<file path="src/rtl/board_ctl_pkg.sv">
package board_ctl_pkg;

    localparam int DW     = 32;
    localparam int WA     = 10;
    localparam int KEY_W  = 16;

    localparam logic [DW-1:0]    ID_VALUE    = 32'h411A_3001;
    localparam logic [DW-1:0]    STAT_VALUE  = 32'h0010_0000;
    localparam logic [KEY_W-1:0] UNLOCK_KEY  = 16'hA05F;
    localparam logic [DW-1:0]    OSC_INIT    = 32'h0100_0048;
    localparam logic [DW-1:0]    AUX_INIT    = 32'h0007_FEFF;
    localparam logic [DW-1:0]    INIT_INIT   = 32'h0000_0112;
    localparam logic [DW-1:0]    SDRAM_BASE  = 32'h0001_1122;

    localparam logic [WA-1:0] A_ID    = 10'd0;
    localparam logic [WA-1:0] A_PROC  = 10'd1;
    localparam logic [WA-1:0] A_OSC   = 10'd2;
    localparam logic [WA-1:0] A_CTRL  = 10'd3;
    localparam logic [WA-1:0] A_STAT  = 10'd4;
    localparam logic [WA-1:0] A_LOCK  = 10'd5;
    localparam logic [WA-1:0] A_AUX   = 10'd7;
    localparam logic [WA-1:0] A_SDRAM = 10'd8;
    localparam logic [WA-1:0] A_INIT  = 10'd9;
    localparam logic [WA-1:0] A_FLG_S = 10'd12;
    localparam logic [WA-1:0] A_FLG_C = 10'd13;
    localparam logic [WA-1:0] A_NVF_S = 10'd14;
    localparam logic [WA-1:0] A_NVF_C = 10'd15;
    localparam logic [WA-1:0] A_I_MSK = 10'd16;
    localparam logic [WA-1:0] A_I_RAW = 10'd17;
    localparam logic [WA-1:0] A_I_ENS = 10'd18;
    localparam logic [WA-1:0] A_I_ENC = 10'd19;
    localparam logic [WA-1:0] A_SW_S  = 10'd20;
    localparam logic [WA-1:0] A_SW_C  = 10'd21;
    localparam logic [WA-1:0] A_F_MSK = 10'd24;
    localparam logic [WA-1:0] A_F_RAW = 10'd25;
    localparam logic [WA-1:0] A_F_ENS = 10'd26;
    localparam logic [WA-1:0] A_F_ENC = 10'd27;

    typedef struct packed {
        logic remap;
        logic led;
    } ctrl_t;

    typedef struct packed {
        logic          wr;
        logic          rd;
        logic [WA-1:0] word;
        logic [DW-1:0] data;
    } bus_req_t;

    function automatic logic [DW-1:0] size_code(input int unsigned mb);
        if (mb >= 256)      return 32'h10;
        else if (mb >= 128) return 32'h0C;
        else if (mb >= 64)  return 32'h08;
        else if (mb >= 32)  return 32'h04;
        else                return 32'h00;
    endfunction

    function automatic logic [7:0] size_byte(input int unsigned mb);
        if (mb >= 256)      return 8'd64;
        else if (mb >= 128) return 8'd32;
        else if (mb >= 64)  return 8'd16;
        else if (mb >= 32)  return 8'd4;
        else                return 8'd2;
    endfunction

    function automatic logic [7:0] desc_byte(input logic [4:0] idx, input int unsigned mb);
        case (idx)
            5'd0:  return 8'h80;
            5'd1:  return 8'h08;
            5'd2:  return 8'h04;
            5'd3:  return 8'h0B;
            5'd4:  return 8'h09;
            5'd5:  return 8'h01;
            5'd6:  return 8'h40;
            5'd8:  return 8'h02;
            5'd9:  return 8'hA0;
            5'd10: return 8'hA0;
            5'd13: return 8'h08;
            5'd15: return 8'h01;
            5'd16: return 8'h0E;
            5'd17: return 8'h04;
            5'd18: return 8'h1C;
            5'd19: return 8'h01;
            5'd20: return 8'h02;
            5'd21: return 8'h20;
            5'd22: return 8'hC0;
            5'd27: return 8'h30;
            5'd28: return 8'h28;
            5'd29: return 8'h30;
            5'd30: return 8'h28;
            5'd31: return size_byte(mb);
            default: return 8'h00;
        endcase
    endfunction

endpackage

</file>
<file path="src/rtl/board_ctl_setclr.sv">
module board_ctl_setclr #(
    parameter int          W    = 32,
    parameter logic [W-1:0] INIT = '0
) (
    input  logic         clk,
    input  logic         rst,
    input  logic         set_we,
    input  logic         clr_we,
    input  logic [W-1:0] d,
    output logic [W-1:0] q
);
    always_ff @(posedge clk) begin
        if (rst)         q <= INIT;
        else if (set_we) q <= q | d;
        else if (clr_we) q <= q & ~d;
    end

    AST_SET_STICKS: assert property (@(posedge clk) disable iff (rst)
        ($past(set_we) && !$past(rst)) |-> ((q & $past(d)) == $past(d)));
    AST_CLR_DROPS: assert property (@(posedge clk) disable iff (rst)
        ($past(clr_we) && !$past(set_we) && !$past(rst)) |-> ((q & $past(d)) == '0));
endmodule

</file>
<file path="src/rtl/board_ctl_keyed.sv">
module board_ctl_keyed import board_ctl_pkg::*; (
    input  logic             clk,
    input  logic             rst,
    input  logic             lock_we,
    input  logic             osc_we,
    input  logic             aux_we,
    input  logic [DW-1:0]    wdata,
    output logic [KEY_W-1:0] lock_q,
    output logic [DW-1:0]    osc_q,
    output logic [DW-1:0]    aux_q,
    output logic             unlocked
);
    assign unlocked = (lock_q == UNLOCK_KEY);

    always_ff @(posedge clk) begin
        if (rst) begin
            lock_q <= '0;
            osc_q  <= OSC_INIT;
            aux_q  <= AUX_INIT;
        end else begin
            if (lock_we)             lock_q <= wdata[KEY_W-1:0];
            if (osc_we && unlocked)  osc_q  <= wdata;
            if (aux_we && unlocked)  aux_q  <= wdata;
        end
    end

    AST_OSC_KEYED: assert property (@(posedge clk) disable iff (rst)
        (!$past(unlocked) && !$past(rst)) |-> $stable(osc_q));
    AST_AUX_KEYED: assert property (@(posedge clk) disable iff (rst)
        (!$past(unlocked) && !$past(rst)) |-> $stable(aux_q));
endmodule

</file>
<file path="src/rtl/board_ctl_intc.sv">
module board_ctl_intc import board_ctl_pkg::*; (
    input  logic          clk,
    input  logic          rst,
    input  logic          ien_set,
    input  logic          ien_clr,
    input  logic          fen_set,
    input  logic          fen_clr,
    input  logic          sw_set,
    input  logic          sw_clr,
    input  logic [DW-1:0] wdata,
    output logic [DW-1:0] raw,
    output logic [DW-1:0] ien,
    output logic [DW-1:0] fen,
    output logic          irq,
    output logic          fiq
);
    logic sw_lvl;

    board_ctl_setclr #(.W(DW)) u_ien (
        .clk(clk), .rst(rst), .set_we(ien_set), .clr_we(ien_clr), .d(wdata), .q(ien));
    board_ctl_setclr #(.W(DW)) u_fen (
        .clk(clk), .rst(rst), .set_we(fen_set), .clr_we(fen_clr), .d(wdata), .q(fen));
    board_ctl_setclr #(.W(1)) u_sw (
        .clk(clk), .rst(rst), .set_we(sw_set), .clr_we(sw_clr), .d(wdata[0]), .q(sw_lvl));

    assign raw = {{(DW-1){1'b0}}, sw_lvl};
    assign irq = |(raw & ien);
    assign fiq = |(raw & fen);

    AST_IRQ_MASKED: assert property (@(posedge clk) disable iff (rst)
        ($past(ien_clr && (wdata == '1)) && !$past(rst)) |-> !irq);
    AST_FIQ_MASKED: assert property (@(posedge clk) disable iff (rst)
        ($past(fen_clr && (wdata == '1)) && !$past(rst)) |-> !fiq);
endmodule

</file>
<file path="src/rtl/board_ctl_regs.sv">
module board_ctl_regs import board_ctl_pkg::*; #(
    parameter int unsigned MEM_MB = 128
) (
    input  logic          clk,
    input  logic          rst,
    input  logic [WA-1:0] word_addr,
    input  logic          wr_en,
    input  logic          rd_en,
    input  logic [DW-1:0] wdata,
    output logic [DW-1:0] rdata,
    output logic          err,
    output logic          irq,
    output logic          fiq,
    output logic          remap_sel,
    output logic          led,
    output logic          reset_req
);
    localparam logic [DW-1:0] SDRAM_INIT = SDRAM_BASE | size_code(MEM_MB);

    bus_req_t req;
    assign req = '{wr: wr_en, rd: rd_en, word: word_addr, data: wdata};

    logic in_window, volt_hit;
    assign in_window = (req.word[WA-1:6] == 4'b0001);
    assign volt_hit  = (req.word[WA-1:2] == 8'd8);

    function automatic logic wr_hit(input bus_req_t r, input logic [WA-1:0] a);
        return r.wr && (r.word == a);
    endfunction

    logic [KEY_W-1:0] lock_q;
    logic [DW-1:0]    osc_q, aux_q, sdram_q, init_q, flg_q, nvf_q;
    logic [DW-1:0]    raw, ien, fen;
    logic             unlocked;
    ctrl_t            ctrl_q;

    board_ctl_keyed u_keyed (
        .clk(clk), .rst(rst),
        .lock_we(wr_hit(req, A_LOCK)), .osc_we(wr_hit(req, A_OSC)), .aux_we(wr_hit(req, A_AUX)),
        .wdata(req.data), .lock_q(lock_q), .osc_q(osc_q), .aux_q(aux_q), .unlocked(unlocked));

    board_ctl_setclr #(.W(DW)) u_flg (
        .clk(clk), .rst(rst), .set_we(wr_hit(req, A_FLG_S)), .clr_we(wr_hit(req, A_FLG_C)),
        .d(req.data), .q(flg_q));
    board_ctl_setclr #(.W(DW)) u_nvf (
        .clk(clk), .rst(rst), .set_we(wr_hit(req, A_NVF_S)), .clr_we(wr_hit(req, A_NVF_C)),
        .d(req.data), .q(nvf_q));

    board_ctl_intc u_intc (
        .clk(clk), .rst(rst),
        .ien_set(wr_hit(req, A_I_ENS)), .ien_clr(wr_hit(req, A_I_ENC)),
        .fen_set(wr_hit(req, A_F_ENS)), .fen_clr(wr_hit(req, A_F_ENC)),
        .sw_set(wr_hit(req, A_SW_S)), .sw_clr(wr_hit(req, A_SW_C)),
        .wdata(req.data), .raw(raw), .ien(ien), .fen(fen), .irq(irq), .fiq(fiq));

    // read mux and legality decode
    logic rd_ok, wr_ok;
    always_comb begin
        rdata = '0;
        rd_ok = 1'b1;
        if (in_window) begin
            if (!req.word[5]) rdata = {24'b0, desc_byte(req.word[4:0], MEM_MB)};
        end else if (volt_hit) begin
            rdata = '0;
        end else begin
            case (req.word)
                A_ID:    rdata = ID_VALUE;
                A_PROC:  rdata = '0;
                A_OSC:   rdata = osc_q;
                A_CTRL:  rdata = {29'b0, ctrl_q.remap, 1'b0, ctrl_q.led};
                A_STAT:  rdata = STAT_VALUE;
                A_LOCK:  rdata = {15'b0, unlocked, lock_q};
                A_AUX:   rdata = aux_q;
                A_SDRAM: rdata = sdram_q;
                A_INIT:  rdata = init_q;
                A_FLG_S: rdata = flg_q;
                A_NVF_S: rdata = nvf_q;
                A_I_MSK: rdata = raw & ien;
                A_I_RAW: rdata = raw;
                A_I_ENS: rdata = ien;
                A_SW_S:  rdata = {31'b0, raw[0]};
                A_F_MSK: rdata = raw & fen;
                A_F_RAW: rdata = raw;
                A_F_ENS: rdata = fen;
                default: rd_ok = 1'b0;
            endcase
        end
    end

    always_comb begin
        case (req.word)
            A_OSC, A_CTRL, A_LOCK, A_AUX, A_SDRAM, A_INIT,
            A_FLG_S, A_FLG_C, A_NVF_S, A_NVF_C,
            A_I_ENS, A_I_ENC, A_SW_S, A_SW_C, A_F_ENS, A_F_ENC: wr_ok = 1'b1;
            default: wr_ok = volt_hit;
        endcase
    end

    always_ff @(posedge clk) begin
        if (rst) begin
            sdram_q   <= SDRAM_INIT;
            init_q    <= INIT_INIT;
            ctrl_q    <= '0;
            reset_req <= 1'b0;
            err       <= 1'b0;
        end else begin
            if (wr_hit(req, A_SDRAM)) sdram_q <= req.data;
            if (wr_hit(req, A_INIT))  init_q  <= req.data;
            if (wr_hit(req, A_CTRL))  ctrl_q  <= '{remap: req.data[2], led: req.data[0]};
            reset_req <= wr_hit(req, A_CTRL) && req.data[3];
            err       <= (req.wr && !wr_ok) || (req.rd && !rd_ok);
        end
    end

    assign remap_sel = ctrl_q.remap;
    assign led       = ctrl_q.led;

    AST_RST_PULSE: assert property (@(posedge clk) disable iff (rst)
        reset_req |-> ($past(wr_en) && ($past(word_addr) == A_CTRL) && $past(wdata[3])));
    AST_ERR_CAUSE: assert property (@(posedge clk) disable iff (rst)
        err |-> $past(wr_en || rd_en));
    AST_KEY_FLAG: assert property (@(posedge clk) disable iff (rst)
        (rd_en && (word_addr == A_LOCK)) |-> (rdata[16] == (rdata[15:0] == UNLOCK_KEY)));
endmodule

</file>
<file path="config.mk">
export PLATFORM = sky130hd
export DESIGN_NAME = board_ctl_regs
export DESIGN_NICKNAME = d
export VERILOG_FILES = /design/src/rtl/board_ctl_pkg.sv /design/src/rtl/board_ctl_setclr.sv /design/src/rtl/board_ctl_keyed.sv /design/src/rtl/board_ctl_intc.sv /design/src/rtl/board_ctl_regs.sv
export SDC_FILE = /design/constraint.sdc
export NUM_CORES = 1
export LEC_CHECK = 0
export ABC_AREA = 1
export BUFFER_PORTS_ARGS = -buffer_cell sky130_fd_sc_hd__clkbuf_2
export CAP_MARGIN = 20
export CORE_UTILIZATION = 60
export DETAILED_ROUTE_END_ITERATION = 10
export PLACE_DENSITY = 0.85
export REMOVE_ABC_BUFFERS = 1
export SLEW_MARGIN = 40
export SYNTH_ARGS = -nofsm -noshare
export SYNTH_HDL_FRONTEND = slang
export SYNTH_SLANG_ARGS = --single-unit
</file>
<file path="constraint.sdc">
create_clock -name clk -period 2.2 [get_ports clk]
set_input_delay 0.33 -clock clk [delete_from_list [all_inputs] [get_ports clk]]
set_output_delay 0.33 -clock clk [all_outputs]
set_load 0.01 [all_outputs]
</file>
==> Word level (Yosys, flattened, before mapping) <==
Index checks and enable logic that the tools add are counted.
Widths: inputs -> output; s select.
{ "classes": {"n_eq_ne": 48, "bitwise_logic": 14, "mux": 19, "reduce_logical": 44} }
{ "ops": {"columns": ["cell", "n"], "rows": [
  ["$pmux 32 s15", 1],
  ["$mux 32", 10],
  ["$and 32x32->32", 4],
  ["$or 32x32->32", 4],
  ["$pmux 8 s15", 1],
  ["$eq 10x5->1 const B", 10],
  ["$and 1x32->32", 2],
  ["$reduce_or 32->1", 2],
  ["$eq 10x4->1 const B", 6],
  ["$eq 5x5->1 const B", 12],
  ["$not 32->32", 1],
  ["$eq 10x3->1 const B", 3],
  ["$eq 5x4->1 const B", 5],
  ["$logic_and 1x1->1", 21],
  ["$eq 10x2->1 const B", 2],
  ["$reduce_or 18->1", 1],
  ["$eq 16x16->1 const B", 1],
  ["$reduce_or 16->1", 1],
  ["$eq 5x3->1 const B", 3],
  ["$reduce_or 2->1", 7],
  ["$eq 10x1->1 const B", 1],
  ["$eq 5x2->1 const B", 2],
  ["$logic_not 10->1", 1],
  ["$reduce_bool 2->1", 5],
  ["12 further kinds", 19]
]} }
{ "word_totals": {"wordCells": 139, "regBits": 277, "output_inout_bits": 38, "inputBits": 46} }

==> Depth between registers and ports, before layout <==
{ "depth": {"depth_word": 8, "mapped_depth": 11, "mapped_depth_nobuf": 11} }

==> Hierarchy <==
Synthesis repeated with hierarchy kept, for this count alone.
{ "hier_totals": {"cells_unflattened": 2349, "hier_area_um2": 15303.4} }
{ "modules_own_cells": {"columns": ["mod", "cells_per_inst", "instances", "area_each_um2", "seq_area_each_um2"], "rows": [
  ["board_ctl_regs", 1108, 1, 5953.2, 1361.3],
  ["board_ctl_setclr at u_flg ...", 169, 4, 1345.0, 640.6],
  ["board_ctl_keyed", 523, 1, 3671.0, 1601.5],
  ["board_ctl_intc", 37, 1, 259.0, 0.0],
  ["board_ctl_setclr at u_intc.u_sw", 5, 1, 40.0, 20.0]
]} }

==> Worst setup path after synthesis <==
No wires, ideal clock.
{ "synth_timing": {"path_type": "input to output", "from": "input word_addr[9]", "to": "output rdata[29]", "arrival_ns": 1.573, "slack_ns": 0.297, "t_required_ns": 1.870, "path_stages": 9, "path_buffers": 2, "path_cell_list": "nor2_1 -> buf_4 -> nand3_2 -> nor2_4 -> buf_1 -> nand2_1 -> o21ai_0 -> nor2_1 -> nand2_1"} }
{ "synth_via": {"elab_chain_len": 5} }
{ "synth_rtl": {"columns": ["item", "line_no", "rtl"], "rows": [
  ["start: declaration", "board_ctl_regs.sv:6", "input logic [WA-1:0] word_addr,"],
  ["$eq 10x5->1", "board_ctl_regs.sv:66", "case (req.word)"],
  ["$reduce_or 3->1 (no line)", null, null],
  ["$pmux 32 s15", "board_ctl_regs.sv:66", null],
  ["$mux 32", "board_ctl_regs.sv:63", "end else if (volt_hit) begin"],
  ["$mux 32 (*)", "board_ctl_regs.sv:61", "if (in_window) begin"],
  ["end: declaration", "board_ctl_regs.sv:10", "output logic [DW-1:0] rdata,"]
]} }
Mark *: on every way between the ends. The rest lies on a longest branch, timed or not.

==> Worst setup path after layout <==
{ "layout_timing": {"from": "input word_addr[3]", "to": "output rdata[12]"} }
{ "layout_via": {"elab_chain_len": 5} }
{ "layout_rtl": {"columns": ["item", "line_no"], "rows": [
  ["$eq 10x5->1", "board_ctl_regs.sv:66"],
  ["$reduce_or 3->1 (no line)", null],
  ["$pmux 32 s15", "board_ctl_regs.sv:66"],
  ["$mux 32 (*)", "board_ctl_regs.sv:63"],
  ["$mux 32 (*)", "board_ctl_regs.sv:61"]
]} }
Marked as above.

==> impl_metrics.json <==
{
  "outcome": "finished with violations",
  "violations": "setup timing",
  "utilization_pct": 74.3,
  "initial_core_util_pct": 61.1,
  "path_clk_slew_ns": 0.06,
  "die_h_um": 148,
  "maxCapViolCount": 0,
  "grt_max_degree": 73,
  "syn_to_final_growth_pct": 21.7,
  "yosysTopAreaCell": "dfxtp_1",
  "crit_arrival_ns": 2.01,
  "synth.area.top_cells": "dfxtp_1, nand2_1, o21ai_0",
  "setup_slack_ns": -0.137,
  "fmax_ghz": 0.428,
  "place_area_um2": 14100,
  "rsz0062_at_grt": "true",
  "via_per_inst": 5.97,
  "cts_hold_buf": 0,
  "drc_errors": 0,
  "io_buffers": 83,
  "vias": 13900,
  "path_buf_inv": 4,
  "cts_sinks": 277,
  "ys_seq_elements": 277,
  "io_pins": 84,
  "cp_cell_sequence": "clkbuf_2 -> inv_1 -> nand2_1 -> nor2_1 -> nand2_1 -> buf_12 -> o21ai_1 -> nor3_2 -> nand2_1 -> clkbuf_2",
  "p_clk_share_pct": 46.9,
  "worst_slew_pin_slew_ns": 0.789,
  "clk_latency_ns": 0.57,
  "drive_gt1_share_pct": 15.5,
  "finalWirelength_um": 43500,
  "die_area_um2": 22000,
  "die_x_um": 148,
  "grt_pass1_vias": 12400,
  "finalSetupTns_ns": -1.17,
  "start_kind": "input port",
  "cp-end-kind": "primary output",
  "synth_top_area_share_pct": 43.2,
  "critPathMostFrequentCell": "nand2_1",
  "synth_area_per_cell_um2": 6.63,
  "routedWlPerCell_um": 18.7,
  "seqPwrFrac_pct": 48.6,
  "required_ns": 1.87,
  "grt_usage_pct": 36.4,
  "setup_viol": 26,
  "hpwlAfterDp_um": 25600,
  "rows": 53,
  "antenna_found_initial": 1,
  "postSynthCellCount": 1936,
  "hold_class": "input port to flop",
  "switching_share_pct": 23.1,
  "crit_path_max_incr_delay_ns": 0.48,
  "ys_warn_count": 0,
  "internal_power_mw": 7.95,
  "crit_path_max_fanout": 7,
  "pre_cts_ws_ns": -0.0394,
  "ys_types": 34,
  "grt_pass1_wl_um": 63500,
  "antenna_left": 0,
  "cts_buffers": 29,
  "dr.pass1.iters": 6,
  "cts_buffer_depth": 3,
  "drt_iter0_markers": 1481,
  "gp_congestion": 0.954,
  "combPwrFrac_pct": 4.5,
  "worst_path_max_delay_cell": "nor2_1",
  "leakagePower_nw": 6.77,
  "mappedNetlistArea_um2": 12800,
  "critPathTopFamily": "simple AND/OR/NAND/NOR gates",
  "ys_seq_area_share_pct": 43.2,
  "p_sw_mw": 2.38,
  "relSlewSlack_pct": 47.4,
  "core_area_um2": 21000,
  "fin_crit_sh_pct": 106,
  "vdd_drop_max_uv": 633,
  "final_nets": 2081,
  "power.density_nw_per_um2": 661,
  "fin_skew_ns": 0.0164,
  "root_buffer": "clkbuf_16",
  "slew_viol_final": 0,
  "cts_tree": "yes",
  "hold_viol": 0,
  "grt_overflow": 0,
  "finish.instance_area_um2": 15600,
  "period_needed_ns": 2.34,
  "htree_levels": 1,
  "antennaDiodeCount": 0,
  "crit_type": "input port to primary output"
}
==> Yosys cell counts (all sizes together) <==
| library cell | n |
|---|---|
| and3 | 1 |
| nand3b | 1 |
| nand4 | 4 |
| o211ai | 12 |
| nor3 | 13 |
| clkbuf | 90 |
| nand3 | 81 |
| buf | 44 |
| o21ai | 244 |
| nor4 | 1 |
| a21oi | 238 |
| o22ai | 12 |
| a22oi | 3 |
| nand2 | 566 |
| nor2 | 173 |
| o2111ai | 1 |
| inv | 171 |
| a21boi | 1 |
| dfxtp | 277 |
| clkinv | 3 |
==> cell usage in the layout (no fill, tap or decap), types with 7 or more instances in the layout <==
cell	count
inv_2	12
o21ai_0	229
clkbuf_16	36
nor2_4	10
nand2_2	14
o211ai_1	12
nor2_1	155
clkbuf_2	65
dfxtp_1	274
buf_4	70
inv_1	157
buf_12	33
o22ai_1	10
nand3_1	76
a21oi_1	234
nand2_1	548
nor3_1	8
nor2_2	7
buf_6	12
clkbuf_8	8
buf_2	14
o21ai_1	15
==> cells by family after synthesis <==
| logic type | share of synthesized area, % |
|---|---|
| AOI/OAI and AO/OA | 20.4 |
| DFF | 43.2 |
| buffers and inverters | 9.76 |
| and+or+nand+nor | 26.7 |
==> through the flow <==
stage / total power, mW / hold WS, ns / instances
3_5_place_dp: 5.54 / 0.439 / 2252
4_1_cts: 10.3 / 0.0227 / 2308
5_1_grt: 10.6 / 0.0425 / 2329
6_report: 10.3 / 0.0381 / 2329
2_1_floorplan: 5.28 / 0.399 / 1802
3_3_place_gp: 5.54 / 0.430 / 2252
==> worst register-to-register path, delay by kind of cell, from the launching register on <==
family                 cells  cell delay [ns]
AND/OR/NAND/NOR            7             0.85
flip-flops                 1             0.36
buffers and inverters      4             0.59
==> per-layer routing <==
layer | share of wire, % | track usage (%)
met5 | 0 | 0
met4 | 5.8 | 17.2
met3 | 13 | 7.27
met2 | 45 | 60.4
met1 | 37 | 45.3
==> path summary, 6_finish.rpt <==
kind | start | end | slack, ns | cells past startpoint
min reg2reg | sdram_q[7] | sdram_q[7] | 0.45 | 2
max reg2reg | u_keyed.lock_q[2] | u_keyed.aux_q[30] | 0.33 | 11
max | word_addr[3] | rdata[12] | -0.14 | 10
min | wdata[3] | u_keyed.aux_q[3] | 0.04 | 3
==> repair_timing <==
action                     4_1_cts  5_1_grt
resized for setup                5       91
pin swaps                        2       27
gates cloned                     1        7
setup endpoints to repair       11       32
setup buffers                    5       14
==> final cells by class <==
class	instances	area (um2)
flip-flops and latches	277	5550
repair buffers	202	1920
well taps	275	344
clock inverters	8	83.8
inverters	174	658
clock buffers	42	855
multi-input cells	1351	6210
fillers	1516	5400
==> power by group through the flow <==
stage                     Sequential (mW)  Clock (mW)  Combinational [mW]
after floorplan                      5.13           0               0.144
after global placement               5.13           0               0.406
after detailed placement             5.13           0               0.408
after CTS                            5.02        4.85               0.416
after global routing                 5.02        5.05               0.491
final                                5.02        4.85               0.462
(Power assumes the default switching activity.)
